`src/rtl/bridge_pwm_pkg.sv`:
```
// Package: shared types for the full-bridge PWM block.
// Assumes: nothing beyond IEEE 1800-2017.
package bridge_pwm_pkg;

    // Which diagonal pair is commanded on this tick.
    typedef enum logic [1:0] {
        PAIR_NONE = 2'd0,
        PAIR_POS  = 2'd1,   // A-leg high + B-leg low
        PAIR_NEG  = 2'd2    // B-leg high + A-leg low
    } pair_e;

    // Smallest period the timebase will run.
    localparam int unsigned MIN_PERIOD = 4;

endpackage

```
`src/rtl/bridge_timebase.sv`:
```
// Module: bridge_timebase
// Counts ticks of one PWM period. It captures period, half-period,
// dead-time and the clamped on-time on the first tick of every period,
// and pulses start_o on that tick.
// Assumes: en_i low holds the counter idle; the first period starts one
// clock after en_i goes high.
module bridge_timebase
    import bridge_pwm_pkg::*;
#(
    parameter int unsigned CNT_W = 16
) (
    input  logic             clk,
    input  logic             rst_n,
    input  logic             en_i,
    input  logic [CNT_W-1:0] period_i,
    input  logic [CNT_W-1:0] ontime_i,
    input  logic [CNT_W-1:0] dead_i,
    output logic [CNT_W-1:0] cnt_o,
    output logic [CNT_W-1:0] half_o,
    output logic [CNT_W-1:0] dead_o,
    output logic [CNT_W-1:0] on_o,
    output logic             run_o,
    output logic             start_o
);

    localparam logic [CNT_W-1:0] PER_FLOOR = CNT_W'(MIN_PERIOD);

    logic [CNT_W-1:0] per_c, half_c, room_c, on_c;
    logic [CNT_W-1:0] per_q, half_q, dead_q, on_q, cnt_q;
    logic             run_q, start_q;
    logic             wrap;

    // Clamp the requested settings to the values a period will use.
    always_comb begin
        per_c  = (period_i < PER_FLOOR) ? PER_FLOOR : period_i;
        half_c = per_c >> 1;
        room_c = (dead_i >= half_c) ? '0 : (half_c - dead_i);
        on_c   = (ontime_i > room_c) ? room_c : ontime_i;
    end

    assign wrap = (cnt_q == per_q - 1'b1);

    // Tick counter and settings captured at each period start.
    always_ff @(posedge clk) begin
        if (!rst_n) begin
            run_q   <= 1'b0;
            cnt_q   <= '0;
            start_q <= 1'b0;
            per_q   <= PER_FLOOR;
            half_q  <= PER_FLOOR >> 1;
            dead_q  <= '0;
            on_q    <= '0;
        end else if (!en_i) begin
            run_q   <= 1'b0;
            cnt_q   <= '0;
            start_q <= 1'b0;
        end else if (!run_q || wrap) begin
            run_q   <= 1'b1;
            cnt_q   <= '0;
            start_q <= 1'b1;
            per_q   <= per_c;
            half_q  <= half_c;
            dead_q  <= dead_i;
            on_q    <= on_c;
        end else begin
            cnt_q   <= cnt_q + 1'b1;
            start_q <= 1'b0;
        end
    end

    assign cnt_o   = cnt_q;
    assign half_o  = half_q;
    assign dead_o  = dead_q;
    assign on_o    = on_q;
    assign run_o   = run_q;
    assign start_o = start_q;

endmodule

```
`src/rtl/bridge_window.sv`:
```
// Module: bridge_window
// Two-sided signed compare of the current sample against the limits.
// Assumes: lim_lo_i <= lim_hi_i. A sample equal to a limit counts as inside.
module bridge_window #(
    parameter int unsigned CUR_W = 12
) (
    input  logic signed [CUR_W-1:0] cur_i,
    input  logic signed [CUR_W-1:0] lim_hi_i,
    input  logic signed [CUR_W-1:0] lim_lo_i,
    output logic                    outside_o
);

    // Flag a sample above the upper limit or below the lower limit.
    always_comb begin
        outside_o = (cur_i > lim_hi_i) || (cur_i < lim_lo_i);
    end

endmodule

```
`src/rtl/bridge_limit.sv`:
```
// Module: bridge_limit
// Holds the current-limit state from a trip until the next period start.
// blank_o is high on the trip tick itself, and on every later tick until
// a period start finds the sample back inside the window.
// Assumes: start_i is high only on tick 0 of a period.
module bridge_limit (
    input  logic clk,
    input  logic rst_n,
    input  logic en_i,
    input  logic outside_i,
    input  logic start_i,
    output logic blank_o
);

    logic held_q;

    // Latch a trip; release it only at a period start with an in-window sample.
    always_ff @(posedge clk) begin
        if (!rst_n || !en_i) begin
            held_q <= 1'b0;
        end else if (outside_i) begin
            held_q <= 1'b1;
        end else if (start_i) begin
            held_q <= 1'b0;
        end
    end

    // Blank now if the sample is outside, or if an earlier trip still holds.
    always_comb begin
        blank_o = outside_i || (held_q && !start_i);
    end

endmodule

```
`src/rtl/bridge_gate_gen.sv`:
```
// Module: bridge_gate_gen
// Decodes the tick count into the diagonal pair to drive and maps that
// pair onto the four gates. Blanking, disable and an idle timebase force
// every gate low.
// Assumes: dead_i + on_i <= half_i whenever on_i > 0 (the timebase clamps it).
module bridge_gate_gen
    import bridge_pwm_pkg::*;
#(
    parameter int unsigned CNT_W = 16
) (
    input  logic             en_i,
    input  logic             run_i,
    input  logic             blank_i,
    input  logic [CNT_W-1:0] cnt_i,
    input  logic [CNT_W-1:0] half_i,
    input  logic [CNT_W-1:0] dead_i,
    input  logic [CNT_W-1:0] on_i,
    output logic             gate_ah_o,
    output logic             gate_al_o,
    output logic             gate_bh_o,
    output logic             gate_bl_o
);

    logic             first_half;
    logic [CNT_W-1:0] local_t;
    logic [CNT_W:0]   win_end;
    logic             in_win;
    pair_e            pair;

    // Position inside the current half and whether the on window covers it.
    always_comb begin
        first_half = (cnt_i < half_i);
        local_t    = first_half ? cnt_i : (cnt_i - half_i);
        win_end    = {1'b0, dead_i} + {1'b0, on_i};
        in_win     = (local_t >= dead_i) && ({1'b0, local_t} < win_end);
    end

    // Select the pair for this tick.
    always_comb begin
        if (!en_i || !run_i || blank_i || !in_win) begin
            pair = PAIR_NONE;
        end else if (first_half) begin
            pair = PAIR_POS;
        end else begin
            pair = PAIR_NEG;
        end
    end

    // Map the selected pair onto the four switches.
    always_comb begin
        gate_ah_o = 1'b0;
        gate_al_o = 1'b0;
        gate_bh_o = 1'b0;
        gate_bl_o = 1'b0;
        case (pair)
            PAIR_POS: begin
                gate_ah_o = 1'b1;
                gate_bl_o = 1'b1;
            end
            PAIR_NEG: begin
                gate_bh_o = 1'b1;
                gate_al_o = 1'b1;
            end
            default: ;
        endcase
    end

endmodule

```
`src/rtl/bridge_pwm_top.sv`:
```
// Module: bridge_pwm_top
// Full-bridge PWM with a windowed current limit that acts cycle by cycle.
// It ties together the timebase, the window compare, the limit hold and
// the gate decoder.
// Assumes: the current sample is already synchronous to clk.
module bridge_pwm_top #(
    parameter int unsigned CNT_W = 16,
    parameter int unsigned CUR_W = 12
) (
    input  logic                    clk,
    input  logic                    rst_n,
    input  logic                    en_i,
    input  logic [CNT_W-1:0]        period_i,
    input  logic [CNT_W-1:0]        ontime_i,
    input  logic [CNT_W-1:0]        dead_i,
    input  logic signed [CUR_W-1:0] lim_hi_i,
    input  logic signed [CUR_W-1:0] lim_lo_i,
    input  logic signed [CUR_W-1:0] cur_i,
    output logic                    gate_ah_o,
    output logic                    gate_al_o,
    output logic                    gate_bh_o,
    output logic                    gate_bl_o,
    output logic                    limit_o,
    output logic                    cyc_start_o
);

    logic [CNT_W-1:0] cnt, half, dead, on_eff;
    logic             run, start, outside, blank;

    bridge_timebase #(.CNT_W(CNT_W)) u_timebase (
        .clk      (clk),
        .rst_n    (rst_n),
        .en_i     (en_i),
        .period_i (period_i),
        .ontime_i (ontime_i),
        .dead_i   (dead_i),
        .cnt_o    (cnt),
        .half_o   (half),
        .dead_o   (dead),
        .on_o     (on_eff),
        .run_o    (run),
        .start_o  (start)
    );

    bridge_window #(.CUR_W(CUR_W)) u_window (
        .cur_i     (cur_i),
        .lim_hi_i  (lim_hi_i),
        .lim_lo_i  (lim_lo_i),
        .outside_o (outside)
    );

    bridge_limit u_limit (
        .clk       (clk),
        .rst_n     (rst_n),
        .en_i      (en_i),
        .outside_i (outside),
        .start_i   (start),
        .blank_o   (blank)
    );

    bridge_gate_gen #(.CNT_W(CNT_W)) u_gates (
        .en_i      (en_i),
        .run_i     (run),
        .blank_i   (blank),
        .cnt_i     (cnt),
        .half_i    (half),
        .dead_i    (dead),
        .on_i      (on_eff),
        .gate_ah_o (gate_ah_o),
        .gate_al_o (gate_al_o),
        .gate_bh_o (gate_bh_o),
        .gate_bl_o (gate_bl_o)
    );

    // The flag reports blanking only while the block is enabled.
    always_comb begin
        limit_o = en_i && blank;
    end

    assign cyc_start_o = start;

endmodule

```
`config.mk`:
```
export PLATFORM = sky130hd
export DESIGN_NAME = bridge_pwm_top
export DESIGN_NICKNAME = d
export VERILOG_FILES = /design/src/rtl/bridge_pwm_pkg.sv /design/src/rtl/bridge_timebase.sv /design/src/rtl/bridge_window.sv /design/src/rtl/bridge_limit.sv /design/src/rtl/bridge_gate_gen.sv /design/src/rtl/bridge_pwm_top.sv
export SDC_FILE = /design/constraint.sdc
export NUM_CORES = 1
export LEC_CHECK = 0
export ABC_AREA = 1
export BUFFER_PORTS_ARGS = -buffer_cell sky130_fd_sc_hd__buf_2
export CELL_PAD_IN_SITES_DETAIL_PLACEMENT = 1
export CELL_PAD_IN_SITES_GLOBAL_PLACEMENT = 1
export CORE_ASPECT_RATIO = 1.2
export CORE_UTILIZATION = 38
export CTS_CLUSTER_SIZE = 10
export DETAILED_ROUTE_END_ITERATION = 10
export PLACE_DENSITY_LB_ADDON = 0.1
export SYNTH_ARGS = -nofsm -noshare
export SYNTH_HDL_FRONTEND = slang
export SYNTH_SLANG_ARGS = --single-unit
```
`constraint.sdc`:
```
create_clock -name clk -period 3.6 [get_ports clk]
set_input_delay 0.36 -clock clk [delete_from_list [all_inputs] [get_ports clk]]
set_output_delay 0.36 -clock clk [all_outputs]
set_load 0.05 [all_outputs]
```
# == Yosys cells after proc, flatten, opt, wreduce, memory -nomap -nowiden ==
# Cells that the tools add are included.
# op_classes
n_bitwise,2
addsub,5
n_eq_ne,3
magnitude_cmp,8
n_mux,11
reduce_logical,19
# op_table
op,count
$mux W16,4
$add A16 B16 Y17,1
$lt A16 B17 Y1,1
$add A16 B1 Y16 const B,1
$eq A16 B16 Y1,1
$ge A16 B15 Y1,1
$ge A16 B16 Y1,1
$gt A16 B16 Y1,1
$lt A16 B15 Y1,1
$lt A16 B3 Y1 const B,1
$sub A15 B16 Y16,1
$sub A16 B1 Y16 const B,1
$sub A16 B15 Y16,1
$gt A12 B12 Y1,1
$lt A12 B12 Y1,1
$logic_or A1 B1 Y1,7
$logic_not A1 Y1,5
$mux W1,5
$mux W2,2
$reduce_and A2 Y1,2
$logic_and A1 B1 Y1,3
$reduce_or A3 Y1,1
$eq A2 B1 Y1 const B,1
$eq A2 B2 Y1 const B,1
other kinds (2),3
# totals
out_inout_bits,6
ff_bits,82
input_bits,87

# == Logic depth before layout (Yosys ltp) ==
# depth
depth_word,9
mapped_depth,31
mapped_depth_nobuf,31

# == Modules after synthesis ==
# Synthesis repeated with hierarchy kept, for this count alone.
# hier_totals
cells_unflattened,1346
hier_area_um2,8216.6
# modules_own_cells
module,cells_per_inst,area_each_um2,seq_area_each_um2,n_inst
bridge_timebase,812,4991.0,1321.3,1
bridge_gate_gen,404,2461.1,0.0,1
bridge_window,121,706.9,0.0,1
bridge_limit,7,50.0,20.0,1
bridge_pwm_top,2,7.5,0.0,1

# == Least setup slack after synthesis ==
# Ideal clock, no wire load.
# synth_timing
path_type,reg2out
start,register u_timebase.cnt_q[0] (netlist: u_timebase.cnt_o[0])
end,output port gate_bh_o
slack_ps,-730
path_buffers,2
arrival_time_ps,3970
stages_incl_launch_ff,25
required_ps,3240
path_cell_list,dfxtp_1 -> inv_1 -> ha_1 -> inv_1 -> fa_1 -> nand3_1 -> nand3_1 -> inv_1 -> o21ai_0 -> nand2_1 -> nand2_1 -> clkbuf_1 -> o21ai_0 -> ha_1 -> nand2_1 -> o21ai_0 -> nand2_1 -> nand2_1 -> nand2_1 -> nand2_1 -> a21oi_1 -> nor2_1 -> nand4_1 -> nor2_1 -> buf_4
# synth_via
elab_chain_len,9
# synth_lines
element,line_no,source
"start, declared",bridge_timebase.sv:29,"logic [CNT_W-1:0] per_q, half_q, dead_q, on_q, cnt_q;"
"start signal, assigned",bridge_timebase.sv:66,cnt_q <= cnt_q + 1'b1;
$sub A16 B15 Y16 or $lt A16 B15 Y1 (tied branches),"bridge_gate_gen.sv:33, bridge_gate_gen.sv:32",
$mux W16,bridge_gate_gen.sv:33,local_t = first_half ? cnt_i : (cnt_i - half_i);
$lt A16 B17 Y1 or $ge A16 B16 Y1 (tied branches),bridge_gate_gen.sv:35,"in_win = (local_t >= dead_i) && ({1'b0, local_t} < win_end);"
$logic_and A1 B1 Y1,bridge_gate_gen.sv:35,
$logic_not A1 Y1,bridge_gate_gen.sv:40,if (!en_i || !run_i || blank_i || !in_win) begin
$logic_or A1 B1 Y1,bridge_gate_gen.sv:40,
$mux W2 *,bridge_gate_gen.sv:40,
$eq A2 B2 Y1 *,--,
$mux W1 *,--,
"end, declared",bridge_pwm_top.sv:21,"output logic gate_bh_o,"
# Mark *: on every way between the ends. The rest lies on a longest branch, timed or not.

==> impl_metrics.json <==
{
  "outcome": "finished with violations",
  "violations": "setup timing",
  "yosys_warnings": 0,
  "ios": 93,
  "routed_wl_mm": 32.5,
  "post_dp_cell_area_um2": 9950,
  "grt_antenna_before_repair": 0,
  "h-tree-depth": 3,
  "synth_cell_types": 40,
  "maxSlewViolCount": 0,
  "cts_tree": "done",
  "wl_per_cell_um": 17.7,
  "end_kind": "output port",
  "rsz0062_at_grt": "yes",
  "cp_max_fo": 4,
  "finalCritPeriodShare": 1.19,
  "dieArea_um2": 21400,
  "setup_viol": 16,
  "drt-pass1-iter-count": 4,
  "dp_hpwl_mm": 24.1,
  "via_per_inst": 5.20,
  "power.share.clock": 0.303,
  "ir_drop_mv": 0.222,
  "drtIter0Drc": 385,
  "power_leakage_nw": 5.95,
  "period_minus_slack_ns": 4.30,
  "drv_cap": 0,
  "drive_gt1_frac": 0.318,
  "syn_area_um2": 7900,
  "rows": 57,
  "overflow": 0,
  "final_common_cell": "nand2_1",
  "worstSetupPathType": "reg -> out",
  "worst-endpoint-arrival_ns": 3.94,
  "core_area_um2": 20300,
  "start_util": 0.388,
  "cp-start-kind": "flip-flop",
  "fin_nets": 1780,
  "switching_share": 0.380,
  "die_w_um": 134,
  "power.total_mw": 3.29,
  "synthFlopType": "dfxtp_1",
  "grt_use_total": 0.287,
  "timing.slew.headroom": 0.507,
  "port_buffers": 92,
  "clk_latency_ns": 0.35,
  "numCtsBuffers": 9,
  "p_per_area_nw_per_um2": 286,
  "mostFrequentLayoutCells": "nand2_1 (293), buf_4 (189), inv_1 (170), nor2_1 (163), ha_1 (91)",
  "syn_to_final_growth_pct": 45.9,
  "synthArstFlopShare": 0,
  "ctsHoldBuffers": 0,
  "cts.clk_slew.worst_paths_ns": 0.06,
  "cts_num_sinks": 67,
  "p_int_mw": 2.04,
  "seq_power_share": 0.249,
  "grt_pass1_vias": 9841,
  "ys_ff_latch": 67,
  "worstPathRequired_ns": 3.24,
  "fp.dieH_um": 160,
  "max_freq_ghz": 0.233,
  "skew_ns": 0.00798,
  "seq_area_frac_synth": 0.170,
  "clock-root-buffer": "clkbuf_16",
  "post_synth_inst_count": 1303,
  "cts_buffer_depth": 2,
  "grt_max_degree": 51,
  "timing.final.ws_setup_ns": -0.697,
  "synth_edf_count": 0,
  "max_slew.worst_pin.slew_ns": 0.740,
  "drcViolationCount": 0,
  "hp-class": "in -> reg",
  "ant_nets": 0,
  "synth_nets": 1512,
  "vias": 9569,
  "final_area_um2": 11500,
  "p_comb_frac": 0.448,
  "grt_pass1_wl_mm": 48.2,
  "p_switching_mw": 1.25,
  "place_congestion": 0.949,
  "diodes": 0,
  "hold_viol": 0,
  "syn_avg_cell_area_um2": 6.06
}
[kinds of logic after synthesis]
group,synth area share
xor+xnor,0.0466
fa+ha+maj,0.196
simple gates,0.356
buf+inv,0.115
flops,0.170
compound gates,0.117
[Yosys cell counts (all sizes together) (3+ instances only)]
cell type  number  area share
nand4          18       0.014
xor2           24       0.027
fa              3      0.0076
a21o           10      0.0095
nor4            5      0.0040
a21oi          91       0.058
ha            119        0.19
or2             6      0.0048
nand3          76       0.048
nor3b           4      0.0038
buf            15       0.014
o21ai          53       0.034
inv           188       0.089
o21bai          3      0.0029
and2            4      0.0032
dfxtp          67        0.17
nor3           18       0.011
nand2         331        0.16
a31oi           8      0.0063
nand3b         12       0.011
xnor2          18       0.020
clkbuf         24       0.011
nor2          198       0.096
[power groups by stage]
stage	logic (mW)	registers (mW)	clock network [mW]
2_1_floorplan	0.721	0.832	0
3_3_place_gp	1.14	0.833	0
3_5_place_dp	1.18	0.835	0
4_1_cts	1.27	0.819	1.01
5_1_grt	1.62	0.825	1.04
6_report	1.47	0.819	0.998
[cell type report]
class,instances,area (um2)
fill,2744,8800
multi-input combinational,1010,6670
timing repair buffer,295,2140
sequential,67,1350
inverter,188,713
tap,265,332
clock buffer,10,239
clock inverter,6,88.8
[state kept, by name, summed over array words and instances (netlist names)]
name,count
u_limit.held_q,1
u_timebase.cnt_o,16
u_timebase.dead_o,16
u_timebase.on_o,16
u_timebase.per_q,16
u_timebase.run_o,1
u_timebase.start_o,1
[worst paths after layout]
path | slack (ns) | from | cells past startpoint | endpoint
min reg2reg | 0.48 | u_timebase.on_o[3] | 2 | u_timebase.on_o[3]
max | -0.70 | u_timebase.per_q[3] | 22 | gate_bh_o
max reg2reg | 0.70 | u_timebase.per_q[0] | 15 | u_timebase.per_q[0]
min | 0.26 | dead_i[13] | 3 | u_timebase.dead_o[13]
[metal layers]
metal | global-route usage | wire, um | share of wire
met2 | 0.528 | 16900 | 0.52
met1 | 0.315 | 13100 | 0.40
met3 | 0.0384 | 819 | 0.025
met5 | 0 | 0 | 0
met4 | 0.157 | 1740 | 0.053
[stage by stage]
stage	worst slack [ns]	hold slack [ns]	utilization	instances	TNS (ns)
floorplan	-0.0434	0.431	-	1303	-0.0867
global placement	-0.475	0.469	0.490	1789	-8.29
detailed placement	-0.680	0.476	0.490	1789	-11.84
CTS	-0.598	0.245	0.528	1829	-2.31
global route	-0.919	0.286	0.567	1841	-7.24
finish	-0.697	0.262	0.567	1841	-3.16
[worst max-delay path: stages (launching register included)]
cell	delay (ns)
dfxtp_1	0.32
inv_1	0.08
ha_4	0.24
a21oi_1	0.18
nand2_1	0.16
nand4_1	0.13
nand3_2	0.15
a21o_1	0.23
or2_2	0.27
nand3_1	0.08
o21ai_2	0.08
ha_1	0.31
nand4_1	0.18
a21oi_1	0.22
nor2_1	0.07
nand2_1	0.09
a21oi_2	0.04
nor2_1	0.09
nand4_1	0.13
buf_6	0.17
nor2_4	0.12
buf_6	0.11
buf_12	0.12
[timing repair]
| action | 4_1_cts | 5_1_grt |
|---|---|---|
| buffers inserted | 23 | 14 |
| endpoints found under the setup margin | 20 | 20 |
| resized for setup | 56 | 173 |
| pin swaps | 33 | 101 |
| cloned | 2 | 0 |
(Power assumes the default switching activity.)
